$ cat src/rtl/csel_pkg.sv
package csel_pkg;

  localparam int GRP_GROWING = 0;
  localparam int GRP_EQUAL   = 1;

  // Low bit index of group idx
  function automatic int grp_lo(input int mode, input int first_w,
                                input int eq_w, input int idx);
    if (mode == GRP_EQUAL) return idx * eq_w;
    return idx * first_w + (idx * (idx - 1)) / 2;
  endfunction

  // Width of group idx; top group absorbs the remainder
  function automatic int grp_w(input int width, input int ng, input int mode,
                               input int first_w, input int eq_w, input int idx);
    if (idx == ng - 1) return width - grp_lo(mode, first_w, eq_w, idx);
    if (mode == GRP_EQUAL) return eq_w;
    return first_w + idx;
  endfunction

endpackage

$ cat src/rtl/csel_pg.sv
module csel_pg #(
  parameter int W = 20
) (
  input  logic [W-1:0] a_i,
  input  logic [W-1:0] b_i,
  output logic [W-1:0] p_o,
  output logic [W-1:0] g_o
);
  assign p_o = a_i ^ b_i;
  assign g_o = a_i & b_i;
endmodule

$ cat src/rtl/csel_chain.sv
module csel_chain #(
  parameter int W = 4
) (
  input  logic [W-1:0] p_i,
  input  logic [W-1:0] g_i,
  input  logic         c_i,
  output logic [W-1:0] s_o,
  output logic         c_o
);
  logic [W:0] c;

  assign c[0] = c_i;
  for (genvar i = 0; i < W; i++) begin : g_bit
    assign c[i+1] = g_i[i] | (p_i[i] & c[i]);
  end

  assign s_o = p_i ^ c[W-1:0];
  assign c_o = c[W];
endmodule

$ cat src/rtl/csel_group.sv
module csel_group #(
  parameter int W    = 4,
  parameter bit DUAL = 1'b1
) (
  input  logic [W-1:0] p_i,
  input  logic [W-1:0] g_i,
  input  logic         c_sel_i,
  output logic [W-1:0] s_o,
  output logic         c_o
);
  if (DUAL) begin : g_dual
    logic [W-1:0] s0, s1;
    logic         c0, c1;

    csel_chain #(.W(W)) u_chain0 (
      .p_i(p_i), .g_i(g_i), .c_i(1'b0), .s_o(s0), .c_o(c0)
    );
    csel_chain #(.W(W)) u_chain1 (
      .p_i(p_i), .g_i(g_i), .c_i(1'b1), .s_o(s1), .c_o(c1)
    );

    assign s_o = c_sel_i ? s1 : s0;
    assign c_o = c_sel_i ? c1 : c0;
  end else begin : g_single
    csel_chain #(.W(W)) u_chain (
      .p_i(p_i), .g_i(g_i), .c_i(c_sel_i), .s_o(s_o), .c_o(c_o)
    );
  end
endmodule

$ cat src/rtl/csel_sqrt_adder.sv
module csel_sqrt_adder
  import csel_pkg::*;
#(
  parameter int WIDTH    = 20,
  parameter int NUM_GRP  = 5,
  parameter int GRP_MODE = GRP_GROWING,
  parameter int FIRST_W  = 2,
  parameter int EQ_W     = 4
) (
  input  logic [WIDTH-1:0]   a_i,
  input  logic [WIDTH-1:0]   b_i,
  input  logic               cin_i,
  output logic [WIDTH-1:0]   sum_o,
  output logic               cout_o,
  output logic [NUM_GRP-1:0] grp_carry_o
);
  logic [WIDTH-1:0]   p, g;
  logic [NUM_GRP-1:0] gc;
  logic [NUM_GRP-1:0] g_cin;

  csel_pg #(.W(WIDTH)) u_pg (.a_i(a_i), .b_i(b_i), .p_o(p), .g_o(g));

  for (genvar k = 0; k < NUM_GRP; k++) begin : g_grp
    localparam int LO = grp_lo(GRP_MODE, FIRST_W, EQ_W, k);
    localparam int GW = grp_w(WIDTH, NUM_GRP, GRP_MODE, FIRST_W, EQ_W, k);

    if (k == 0) begin : g_first
      assign g_cin[k] = cin_i;
    end else begin : g_upper
      assign g_cin[k] = gc[k-1];
    end

    csel_group #(.W(GW), .DUAL(k != 0)) u_grp (
      .p_i    (p[LO +: GW]),
      .g_i    (g[LO +: GW]),
      .c_sel_i(g_cin[k]),
      .s_o    (sum_o[LO +: GW]),
      .c_o    (gc[k])
    );
  end

  assign cout_o      = gc[NUM_GRP-1];
  assign grp_carry_o = gc;
endmodule

$ cat config.mk
export PLATFORM = sky130hd
export DESIGN_NAME = csel_sqrt_adder
export DESIGN_NICKNAME = d
export VERILOG_FILES = /design/src/rtl/csel_pkg.sv /design/src/rtl/csel_pg.sv /design/src/rtl/csel_chain.sv /design/src/rtl/csel_group.sv /design/src/rtl/csel_sqrt_adder.sv
export SDC_FILE = /design/constraint.sdc
export NUM_CORES = 1
export LEC_CHECK = 0
export ABC_AREA = 1
export BUFFER_PORTS_ARGS = -buffer_cell sky130_fd_sc_hd__buf_4
export CAP_MARGIN = 25
export CORE_UTILIZATION = 44
export DETAILED_ROUTE_END_ITERATION = 10
export PLACE_DENSITY = 0.95
export SLEW_MARGIN = 40
export SYNTH_ARGS = -nofsm -noshare
export SYNTH_HDL_FRONTEND = slang
export SYNTH_SLANG_ARGS = --single-unit
$ cat constraint.sdc
create_clock -name vclk -period 12.66
set_clock_uncertainty 0.2 [all_clocks]
set_input_delay 1.266 -clock vclk [all_inputs]
set_output_delay 1.266 -clock vclk [all_outputs]
set_load 0.1 [all_outputs]
-- Word-level counts from Yosys, hierarchy flattened
Cells that the tools add are included.
- multiplexer cells: 8
- bitwise logic cells: 75
- operators by type and width (operator ; number):
    $or A1 B1 Y1 ; 34
    $and A1 B1 Y1 ; 30
    $and A20 B20 Y20 ; 1
    $xor A20 B20 Y20 ; 1
    $xor A6 B6 Y6 ; 2
    $xor A5 B5 Y5 ; 2
    $xor A4 B4 Y4 ; 2
    $mux W6 ; 1
    $xor A3 B3 Y3 ; 2
    $mux W5 ; 1
    $mux W1 ; 4
    $mux W4 ; 1
    $mux W3 ; 1
    $xor A2 B2 Y2 ; 1
- register bits after elaboration: 0
- input bits: 41
- output and inout port bits: 26
- logic and storage cells: 83

-- Logic depth before layout (Yosys ltp)
Gate-level depths: netlist of run 1.
- depth in word-level cells: 13
- mapped depth: 32
- depth with buffers taken out: 30

-- Modules after synthesis
From an unflattened synthesis of run 1, not the netlist that was laid out.
- cells, all modules: 252
- area total of the unflattened synthesis: 1465.2 µm²
- by module, submodules not included (module ; instances ; cells each ; area each (µm²) ; sequential area each (µm²)):
    csel_chain at g_grp[4].u_grp.g_dual.u_chain0 ... ; 2 ; 24 ; 142.6 ; 0.0
    csel_pg ; 1 ; 20 ; 250.2 ; 0.0
    csel_chain at g_grp[3].u_grp.g_dual.u_chain0 ... ; 2 ; 20 ; 118.9 ; 0.0
    csel_chain at g_grp[2].u_grp.g_dual.u_chain0 ... ; 2 ; 16 ; 95.1 ; 0.0
    csel_chain at g_grp[1].u_grp.g_dual.u_chain0 ... ; 2 ; 12 ; 71.3 ; 0.0
    csel_group at g_grp[4].u_grp ; 1 ; 25 ; 101.3 ; 0.0
    csel_group at g_grp[3].u_grp ; 1 ; 21 ; 78.8 ; 0.0
    csel_group at g_grp[2].u_grp ; 1 ; 18 ; 67.6 ; 0.0
    csel_group at g_grp[1].u_grp ; 1 ; 15 ; 56.3 ; 0.0
    csel_chain at g_grp[0].u_grp.g_single.u_chain ; 1 ; 8 ; 47.5 ; 0.0
    csel_sqrt_adder ; 1 ; 1 ; 7.5 ; 0.0

-- Worst setup path after synthesis of run 1
Ideal clock, no wire load.
- path kind: input to output
- start point: input port a_i[0]
- end point: output port grp_carry_o[4]
- arrival time: 6.437 ns
- data required time: 11.194 ns
- slack: 4.757 ns
- stages: 31
- buffers on the path: 2
- cell sequence: inv_1 -> fa_1 -> inv_1 -> fa_1 -> nand2_1 -> o21ai_1 -> o21bai_1 -> fa_1 -> o21a_1 -> a21o_1 -> a21o_1 -> fa_1 -> nor2_1 -> a21oi_2 -> nand2_1 -> nand2_2 -> nand2_2 -> nand2_2 -> nand2_1 -> nand2_1 -> fa_1 -> buf_2 -> inv_1 -> nor2_1 -> nand2_1 -> nand3_1 -> nand2_1 -> inv_1 -> fa_1 -> inv_1 -> buf_4
- longest elaborated chain between the ends: 9
- elaborated cells between the ends (all ways): 10
- classes of those cells: mux: 4; bitwise: 6
- ends and longest elaborated chain (item ; RTL line ; RTL):
    start: declaration ; csel_sqrt_adder.sv:10 ; input logic [WIDTH-1:0] a_i,
    $xor A20 B20 Y20 ; csel_pg.sv:9 ; assign p_o = a_i ^ b_i;
    $and A1 B1 Y1 ; csel_chain.sv:14 ; assign c[i+1] = g_i[i] | (p_i[i] & c[i]);
    $or A1 B1 Y1 * ; csel_chain.sv:14 ;
    $and A1 B1 Y1 * ; csel_chain.sv:14 ;
    $or A1 B1 Y1 * ; csel_chain.sv:14 ;
    net g_grp[0].u_grp.c_o ; csel_group.sv:9 ; output logic c_o
    $mux W1 * ; csel_group.sv:23 ; assign c_o = c_sel_i ? c1 : c0;
    net g_grp[1].u_grp.c_o ; csel_group.sv:9 ;
    $mux W1 * ; csel_group.sv:23 ;
    net g_grp[2].u_grp.c_o ; csel_group.sv:9 ;
    $mux W1 * ; csel_group.sv:23 ;
    net g_grp[3].u_grp.c_o ; csel_group.sv:9 ;
    $mux W1 * ; csel_group.sv:23 ;
    end: declaration ; csel_sqrt_adder.sv:15 ; output logic [NUM_GRP-1:0] grp_carry_o
The timed path passes the listed nets; every way through them passes the cells marked *.

-- Worst setup path after layout of run 1
- start point: input port a_i[0]
- end point: output port sum_o[19]
- longest elaborated chain between the ends: 9
- elaborated cells between the ends (all ways): 10
- classes of those cells: mux: 4; bitwise: 6
- ends and longest elaborated chain (item ; RTL line ; RTL):
    $xor A20 B20 Y20 ; csel_pg.sv:9 ;
    $and A1 B1 Y1 ; csel_chain.sv:14 ;
    $or A1 B1 Y1 * ; csel_chain.sv:14 ;
    $and A1 B1 Y1 * ; csel_chain.sv:14 ;
    $or A1 B1 Y1 * ; csel_chain.sv:14 ;
    $mux W1 * (3 in a row) ; csel_group.sv:23 ;
    $mux W6 * ; csel_group.sv:22 ; assign s_o = c_sel_i ? s1 : s0;
    end: declaration ; csel_sqrt_adder.sv:13 ; output logic [WIDTH-1:0] sum_o,
Every way passes the cells marked *; elsewhere a longest branch is shown, timed or not.

==> flow_metrics.py, run 1 <==
metrics = {
    "run_status": {
        "status": "finished, final reports clean",
    },
    "setup_path": {
        "worst_setup_path_end_kind": "output pin",
        "crit_path_top_delay_cell": "fa_1",
        "start_kind": "input port",
        "worst_ep_required_time_ns": 11.19,
        "path_buf_inv": 7,
        "critPathMaxFanout": 9,
        "cp.arrival_ns": 6.24,
        "critPathKind": "in -> out",
        "critical_path.top_delay_family": "adder cells",
        "critPathMaxStageDelay_ns": 0.52,
    },
    "layout": {
        "fin_util_pct": 75.29,
        "area_delta_synth_final_pct": 60.84,
        "antenna_cells": 0,
        "nClkBuffers": 0,
        "layout_commonest_cell": "buf_4",
        "num-nets-final": 243,
        "fin_area_um2": 1300,
        "final_cell_mix": "67 x buf_4, 25 x inv_1, 25 x nand2_1, 18 x ha_1, 9 x xor2_1",
        "seqCellArea_um2": 0,
        "seq_cells": 0,
        "drive_above_1_share_pct": 42.05,
    },
    "floorplan": {
        "die_y_um": 44.86,
        "coreArea_um2": 1727,
        "fp.dieArea_um2": 2012,
        "io_pins": 67,
        "die_w_um": 44.86,
        "initial_utilization_pct": 46.81,
        "num_rows": 15,
    },
    "sta": {
        "fin_crit_ns": 7.706,
        "rsz0062_at_grt": "false",
        "timing.fmax_ghz": 0.1298,
        "setup_tns_ns": 0,
        "tightestPinTransition_ns": 0.3443,
        "finalSetupViolations": 0,
        "relSlewSlack_pct": 76.98,
        "fin_crit_sh_pct": 60.87,
        "report.final.slew_viol_count": 0,
        "hold_violations": 0,
    },
    "grt": {
        "grt-ovfl-total": 0,
        "antenna_found_initial": 0,
        "grt.total_usage_pct": 20.08,
        "grt_pass1_vias": 860,
        "grt_max_degree": 10,
        "grt_pass1_wl_um": 3105,
    },
    "pwr": {
        "leakagePower_nw": 0.8110,
        "p_seq_share_pct": 0,
        "pwr_density_cell_nw_per_um2": 147.9,
        "swShare_pct": 77.62,
        "pwr-share-clk_pct": 0,
        "p_sw_mw": 0.1493,
        "internal_power_mw": 0.04305,
        "p_comb_share_pct": 100.0,
        "peakVddDrop_mv": 0.08850,
    },
    "logic_synthesis": {
        "synth-compound-area-share_pct": 6.656,
        "synthAdderAreaFrac_pct": 42.72,
        "synthCells": 115,
        "synth_seq_area_share_pct": 0,
        "synth_top_family_by_area": "adder cells",
        "synth_mux_area_share_pct": 0,
        "yosysUniqueCellTypes": 18,
        "netlist_area_um2": 808.3,
        "yosysWarningCount": 0,
        "synth-simple-area-share_pct": 19.35,
        "synth_xor_area_share_pct": 13.00,
        "synth_nets": 180,
        "syn_area_per_cell_um2": 7.028,
    },
    "placement": {
        "hpwl_um": 1843,
        "numPortBuffers": 67,
        "gp_congestion": 0.6449,
        "placed_area_um2": 1300,
    },
    "route": {
        "routed_wirelength_um": 1977,
        "drt-initial-drc-count": 9,
        "drt-pass1-iter-count": 4,
        "wl_per_cell_um": 9.836,
        "dr_wl_met3_um": 151,
        "route.vias.total": 910,
        "wl_met1_um": 666,
        "remaining_drc_errors": 0,
        "highest_layer": "met4",
        "met2WireLength_um": 1133,
        "ant_nets": 0,
        "via_per_inst": 4.527,
    },
    "clocking": {
        "cts_resized": 0,
        "cts.hold.buffers_added": 0,
        "post-cts-setup-buffer-count": 0,
    },
    "worst_hold_path": {
        "hold_path_depth": 3,
        "hold_class": "in -> out",
        "min-delay-start": "b_i[8]",
        "holdPathEnd": "sum_o[8]",
    },
    "flow_run": {
        "max_cap_violations": 0,
    },
}
synthesized netlist by cell type (2+ instances only):
cell type	number	area share, %
a21o_1	2	1.9
buf_4	5	4.6
fa_1	6	15
ha_1	18	28
inv_1	25	12
inv_2	3	1.4
nand2_1	25	12
nand2_2	3	2.3
nand3_1	5	3.1
nor2_1	3	1.4
o21ai_1	3	1.9
xnor2_1	3	3.3
xor2_1	9	9.8
layout make-up:
cell class	instances	area [um2]
Multi-Input combinational cell	81	660.6
Timing Repair Buffer	67	503.0
Fill cell	142	426.7
Inverter	28	105.1
Tap cell	25	31.28
cells by family (layout without fill, tap and decap cells):
kind of cell,Yosys count,after routing
XOR/XNOR,12,12
adder cells (fa/ha/maj),24,24
AO/OA/AOI/OAI,8,8
buffers and inverters,34,95
AND/OR/NAND/NOR,37,37
tightest hold or removal path, cell delays in order:
cell   delay (ns)
buf_4        0.08
fa_1         0.14
buf_4        0.28
layer usage:
| metal | vias to the layer above | global-route usage (%) |
|---|---|---|
| li1 | 463 | - |
| met1 | 400 | 18.05 |
| met2 | 43 | 46.47 |
| met3 | 4 | 1.600 |
| met4 | 0 | 3.030 |
| met5 | - | 0 |
power by group through the flow:
| stage | Clock [mW] | Combinational [mW] | Sequential (mW) |
|---|---|---|---|
| 6_report | 0 | 0.192 | 0 |
| 5_1_grt | 0 | 0.200 | 0 |
| 4_1_cts | 0 | 0.193 | 0 |
| 3_5_place_dp | 0 | 0.193 | 0 |
| 3_3_place_gp | 0 | 0.190 | 0 |
| 2_1_floorplan | 0 | 0.156 | 0 |
stage by stage:
stage | std cells | setup slack, ns | hold WS (ns) | power (mW)
floorplan | 115 | 4.757 | 2.769 | 0.1562
global placement | 201 | 5.100 | 2.835 | 0.1896
detailed placement | 201 | 4.956 | 2.847 | 0.1927
CTS | 201 | 4.948 | 2.847 | 0.1929
global route | 201 | 4.607 | 2.868 | 0.2002
finish | 201 | 4.954 | 2.845 | 0.1923
worst max path at each step:
| stage | from | to | slack [ns] | cells after the start |
|---|---|---|---|---|
| after floorplan | a_i[0] | grp_carry_o[4] | 4.76 | 31 |
| after global placement | a_i[0] | sum_o[19] | 5.10 | 30 |
| after detailed placement | a_i[0] | sum_o[19] | 4.96 | 31 |
| after CTS | a_i[0] | sum_o[19] | 4.95 | 31 |
| after global routing | a_i[0] | sum_o[19] | 4.61 | 31 |
| final | a_i[0] | sum_o[19] | 4.95 | 31 |
Note: power is estimated with default switching activity, not from simulation.
==> run 2, diff against run 1 <==
CORE_UTILIZATION = 37   (was 44)
PLACE_DENSITY = 0.86   (was 0.95)
clock period = 6.9 ns   (was 12.66 ns; I/O delays follow)
==> flow_metrics.py, run 2 (same netlist as run 1, synthesis figures left out) <==
metrics = {
    "layout": {
        "drive_above_1_share_pct": 42.05,
        "seq_cells": 0,
        "seqCellArea_um2": 0,
        "nClkBuffers": 0,
        "num-nets-final": 243,
        "antenna_cells": 0,
        "area_delta_synth_final_pct": 61.15,
        "final_cell_mix": "67 x buf_4, 25 x inv_1, 25 x nand2_1, 18 x ha_1, 9 x xor2_1",
        "layout_commonest_cell": "buf_4",
    },
    "route": {
        "remaining_drc_errors": 0,
        "ant_nets": 0,
        "via_per_inst": 4.320,
        "drt-pass1-iter-count": 3,
        "wl_per_cell_um": 9.084,
        "routed_wirelength_um": 1844,
        "drt-initial-drc-count": 3,
        "route.vias.total": 877,
    },
    "setup_path": {
        "critPathKind": "in -> out",
        "critPathMostFrequentCell": "fa_1",
        "cp.arrival_ns": 5.60,
        "crit_path_top_delay_cell": "fa_1",
        "critPathMaxStageDelay_ns": 0.52,
        "worst_setup_path_end_kind": "output pin",
        "start_kind": "input port",
        "critPathMaxFanout": 9,
        "worst_ep_required_time_ns": 6.01,
    },
    "worst_hold_path": {
        "hold_class": "in -> out",
    },
    "floorplan": {
        "initial_utilization_pct": 40.37,
        "num_rows": 16,
        "coreArea_um2": 2002,
        "fp.dieArea_um2": 2376,
        "die_w_um": 48.74,
        "io_pins": 67,
        "die_y_um": 48.74,
    },
    "sta": {
        "setup_tns_ns": 0,
        "hold_ws_ns": 1.692,
        "report.final.slew_viol_count": 0,
        "relSlewSlack_pct": 77.52,
        "finalSetupViolations": 0,
        "rsz0062_at_grt": "false",
        "fin_crit_ns": 6.494,
        "fin_crit_sh_pct": 94.12,
        "tightestPinTransition_ns": 0.3362,
        "timing.fmax_ghz": 0.1540,
        "hold_violations": 0,
    },
    "grt": {
        "grt_max_degree": 10,
        "grt-ovfl-total": 0,
        "grt.total_usage_pct": 15.76,
        "grt_pass1_vias": 847,
        "grt_pass1_wl_um": 3125,
        "antenna_found_initial": 0,
    },
    "clocking": {
        "cts.hold.buffers_added": 0,
        "post-cts-setup-buffer-count": 0,
        "cts_resized": 0,
    },
    "flow_run": {
        "max_cap_violations": 0,
    },
    "placement": {
        "numPortBuffers": 67,
        "hpwl_um": 1744,
        "gp_congestion": 0.7356,
    },
    "pwr": {
        "leakagePower_nw": 0.8110,
        "peakVddDrop_mv": 0.1947,
        "pwr_density_cell_nw_per_um2": 269.7,
    },
    "run_status": {
        "status": "finished, final reports clean",
    },
}
## run 2: cell counts in the layout (fill, tap and decap cells not counted)
No cell type changed its count.
## run 2: per-stage QoR
stage          total power [mW]  setup WS (ns)  utilization (%)  instances  area [um2]
2_1_floorplan            0.2865         0.1492                -        115       808.3
3_3_place_gp             0.3486         0.4831            65.06        203        1303
3_5_place_dp             0.3526         0.3761            65.06        203        1303
4_1_cts                  0.3532         0.3715            65.06        203        1303
5_1_grt                  0.3660        0.02852            65.06        203        1303
6_report                 0.3513         0.4059            65.06        203        1303
## run 2: path summary, 6_finish.rpt
| path | from | endpoint | slack (ns) | cells after the start |
|---|---|---|---|---|
| worst max-delay path | a_i[0] | sum_o[19] | 0.41 | 30 |
| worst min-delay path | b_i[10] | sum_o[10] | 1.69 | 4 |
## run 2: layout make-up
cell class	instances	area, um2
fillers	204	699.4
multi-input cells	81	660.6
repair buffers	67	503.0
inverters	28	105.1
well taps	27	33.78
## run 2: critical path, delay by kind of cell
kind,cells,cell delay (ns)
compound gates,6,0.96
fa+ha+maj,6,2.42
buf+inv,7,0.74
simple gates,11,0.80
## run 2: per-layer routing
layer	vias up	wire (um)	track usage (%)
met4	0	0	0
met2	37	1069	36.57
li1	463	-	-
met5	-	0	0
met1	377	668	15.18
met3	0	106	0.6289
## run 2: where the power goes
| group | switching (mW) | internal, mW | leakage, nW | total [mW] |
|---|---|---|---|---|
| Sequential | 0 | 0 | 0 | 0 |
| Clock | 0 | 0 | 0 | 0 |
| Combinational | 0.272 | 0.0790 | 0.811 | 0.351 |
==> run 3, diff against run 2 <==
ABC_CLOCK_PERIOD_IN_PS = 6900   (was unset)
CORE_ASPECT_RATIO = 1.25   (was unset)
CORE_UTILIZATION = 45   (was 37)
SYNTH_HIERARCHICAL = 1   (was unset)
==> flow_metrics.py, run 3 <==
metrics = {
    "logic_synthesis": {
        "synth_nets": 351,
        "synth_top_area_share_pct": 49.53,
        "netlist_area_um2": 1465,
        "syn_area_per_cell_um2": 5.814,
        "synthCells": 252,
        "yosys.area.top_type": "ha_1",
        "synth_top_cells_by_area": "ha_1 50%, nand2_1 27%, inv_1 19%, conb_1 2.0%, inv_2 1.0%",
        "yosysUniqueCellTypes": 7,
        "synth_common_cells": "104 x nand2_1, 76 x inv_1, 58 x ha_1",
        "synthMostInstantiatedCell": "nand2_1",
        "synth_seq_area_share_pct": 0,
        "yosysWarningCount": 6,
    },
    "route": {
        "remaining_drc_errors": 0,
        "drt-initial-drc-count": 14,
        "ant_nets": 0,
        "via_per_inst": 4.399,
        "routed_wirelength_um": 2967,
        "wl_per_cell_um": 8.405,
        "drt-pass1-iter-count": 4,
        "route.vias.total": 1553,
    },
    "floorplan": {
        "initial_utilization_pct": 48.39,
        "io_pins": 67,
        "die_w_um": 53.04,
        "fp.dieArea_um2": 3489,
        "coreArea_um2": 3028,
        "die_y_um": 65.80,
        "num_rows": 22,
    },
    "worst_hold_path": {
        "min-delay-start": "cin_i",
        "hold_path_depth": 3,
        "holdPathEnd": "sum_o[0]",
        "hold_class": "in -> out",
    },
    "layout": {
        "nClkBuffers": 0,
        "final_cell_mix": "102 x nand2_1, 76 x inv_1, 67 x buf_4, 58 x ha_1, 8 x conb_1",
        "layout_commonest_cell": "nand2_1",
        "seqCellArea_um2": 0,
        "num-nets-final": 418,
        "area_delta_synth_final_pct": 36.46,
        "seq_cells": 0,
        "antenna_cells": 0,
        "drive_above_1_share_pct": 23.03,
    },
    "placement": {
        "numPortBuffers": 67,
        "hpwl_um": 2820,
        "gp_congestion": 0.7937,
    },
    "pwr": {
        "peakVddDrop_mv": 0.2691,
        "swShare_pct": 77.36,
        "internal_power_mw": 0.1149,
        "pwr_density_cell_nw_per_um2": 253.9,
        "leakagePower_nw": 1.382,
        "p_seq_share_pct": 0,
        "p_comb_share_pct": 100.0,
        "p_sw_mw": 0.3928,
        "pwr-share-clk_pct": 0,
    },
    "setup_path": {
        "critPathKind": "in -> out",
        "critPathMaxStageDelay_ns": 0.30,
        "crit_path_top_delay_cell": "ha_1",
        "start_kind": "input port",
        "critPathMaxFanout": 9,
        "crit_chain": "buf_4 > ha_1 > ha_1 > inv_1 > nand2_1 > ha_1 > inv_1 > nand2_1 > ha_1 > inv_1 > nand2_1 > nand2_1 > nand2_2 > inv_2 > nand2_1 > nand2_2 > inv_2 > nand2_1 > nand2_1 > inv_2 > nand2_1 > nand2_1 > buf_4",
        "critPathMostFrequentCell": "nand2_1",
        "worst_ep_required_time_ns": 6.01,
        "worst_setup_path_end_kind": "output pin",
        "cp.arrival_ns": 3.36,
    },
    "clocking": {
        "cts.hold.buffers_added": 0,
        "post-cts-setup-buffer-count": 0,
        "cts_resized": 0,
    },
    "grt": {
        "grt_pass1_wl_um": 4974,
        "grt.total_usage_pct": 17.80,
        "antenna_found_initial": 0,
        "grt_max_degree": 10,
        "grt-ovfl-total": 0,
        "grt_pass1_vias": 1393,
    },
    "sta": {
        "hold_violations": 0,
        "rsz0062_at_grt": "false",
        "finalSetupViolations": 0,
        "fin_crit_sh_pct": 61.62,
        "timing.fmax_ghz": 0.2352,
        "fin_crit_ns": 4.252,
        "setup_tns_ns": 0,
        "report.final.slew_viol_count": 0,
        "hold_ws_ns": 1.642,
    },
    "run_status": {
        "status": "finished, final reports clean",
    },
    "flow_run": {
        "max_cap_violations": 0,
    },
}
run 3: cell types whose count changed after synthesis, sizes merged, moves of 4 or more:
cell | previous run | this run
ha | 18 | 58
nand2 | 28 | 104
buf | 6 | 2
nand3 | 5 | 0
fa | 6 | 0
inv | 28 | 80
xor2 | 9 | 0
conb | 0 | 8
run 3: how the worst max path moves through the flow:
stage	start	end	slack, ns	depth (start not counted)
3_3_place_gp	a_i[2]	sum_o[14]	2.68	23
6_report	a_i[2]	grp_carry_o[4]	2.65	23
2_1_floorplan	a_i[0]	grp_carry_o[4]	0.21	20
4_1_cts	a_i[2]	sum_o[14]	2.63	23
5_1_grt	a_i[2]	sum_o[14]	2.36	23
3_5_place_dp	a_i[2]	sum_o[14]	2.64	23
run 3: layout make-up:
class | count | area, um2
fillers | 290 | 1028
inverters | 80 | 300.3
repair buffers | 67 | 503.0
well taps | 36 | 45.04
multi-input cells | 170 | 1151
run 3: cells by family (layout without fill, tap and decap cells):
group         Yosys count  count (layout)  synth area share [%]
fa+ha+maj              58              58                 49.53
buf+inv                82             147                 21.78
other cells             8               8                 2.050
simple gates          104             104                 26.64
run 3: worst max-delay path, delay by kind of cell:
family,cells,cell delay (ns)
adders and majority gates,4,0.83
buffers and inverters,8,0.93
and+or+nand+nor,11,0.93
run 3: through the flow:
stage	utilization (%)	std cells	instance area, um2	worst slack (ns)	total power [mW]
2_1_floorplan	-	252	1470	0.2131	0.4086
3_3_place_gp	66.03	353	1999	2.678	0.5037
3_5_place_dp	66.03	353	1999	2.638	0.5103
4_1_cts	66.03	353	1999	2.626	0.5115
5_1_grt	66.03	353	1999	2.357	0.5430
6_report	66.03	353	1999	2.648	0.5077
run 3: layer usage:
| layer | wire length, um | up-vias | global-route usage [%] |
|---|---|---|---|
| met5 | 0 | - | 0 |
| met4 | 0 | 0 | 0 |
| met3 | 203 | 0 | 0.9195 |
| met2 | 1614 | 50 | 37.97 |
| met1 | 1148 | 653 | 19.13 |
| li1 | - | 850 | - |
run 3: power groups by stage:
stage | Clock [mW] | Sequential (mW) | Combinational (mW)
finish | 0 | 0 | 0.508
global route | 0 | 0 | 0.543
CTS | 0 | 0 | 0.512
detailed placement | 0 | 0 | 0.510
global placement | 0 | 0 | 0.504
floorplan | 0 | 0 | 0.409
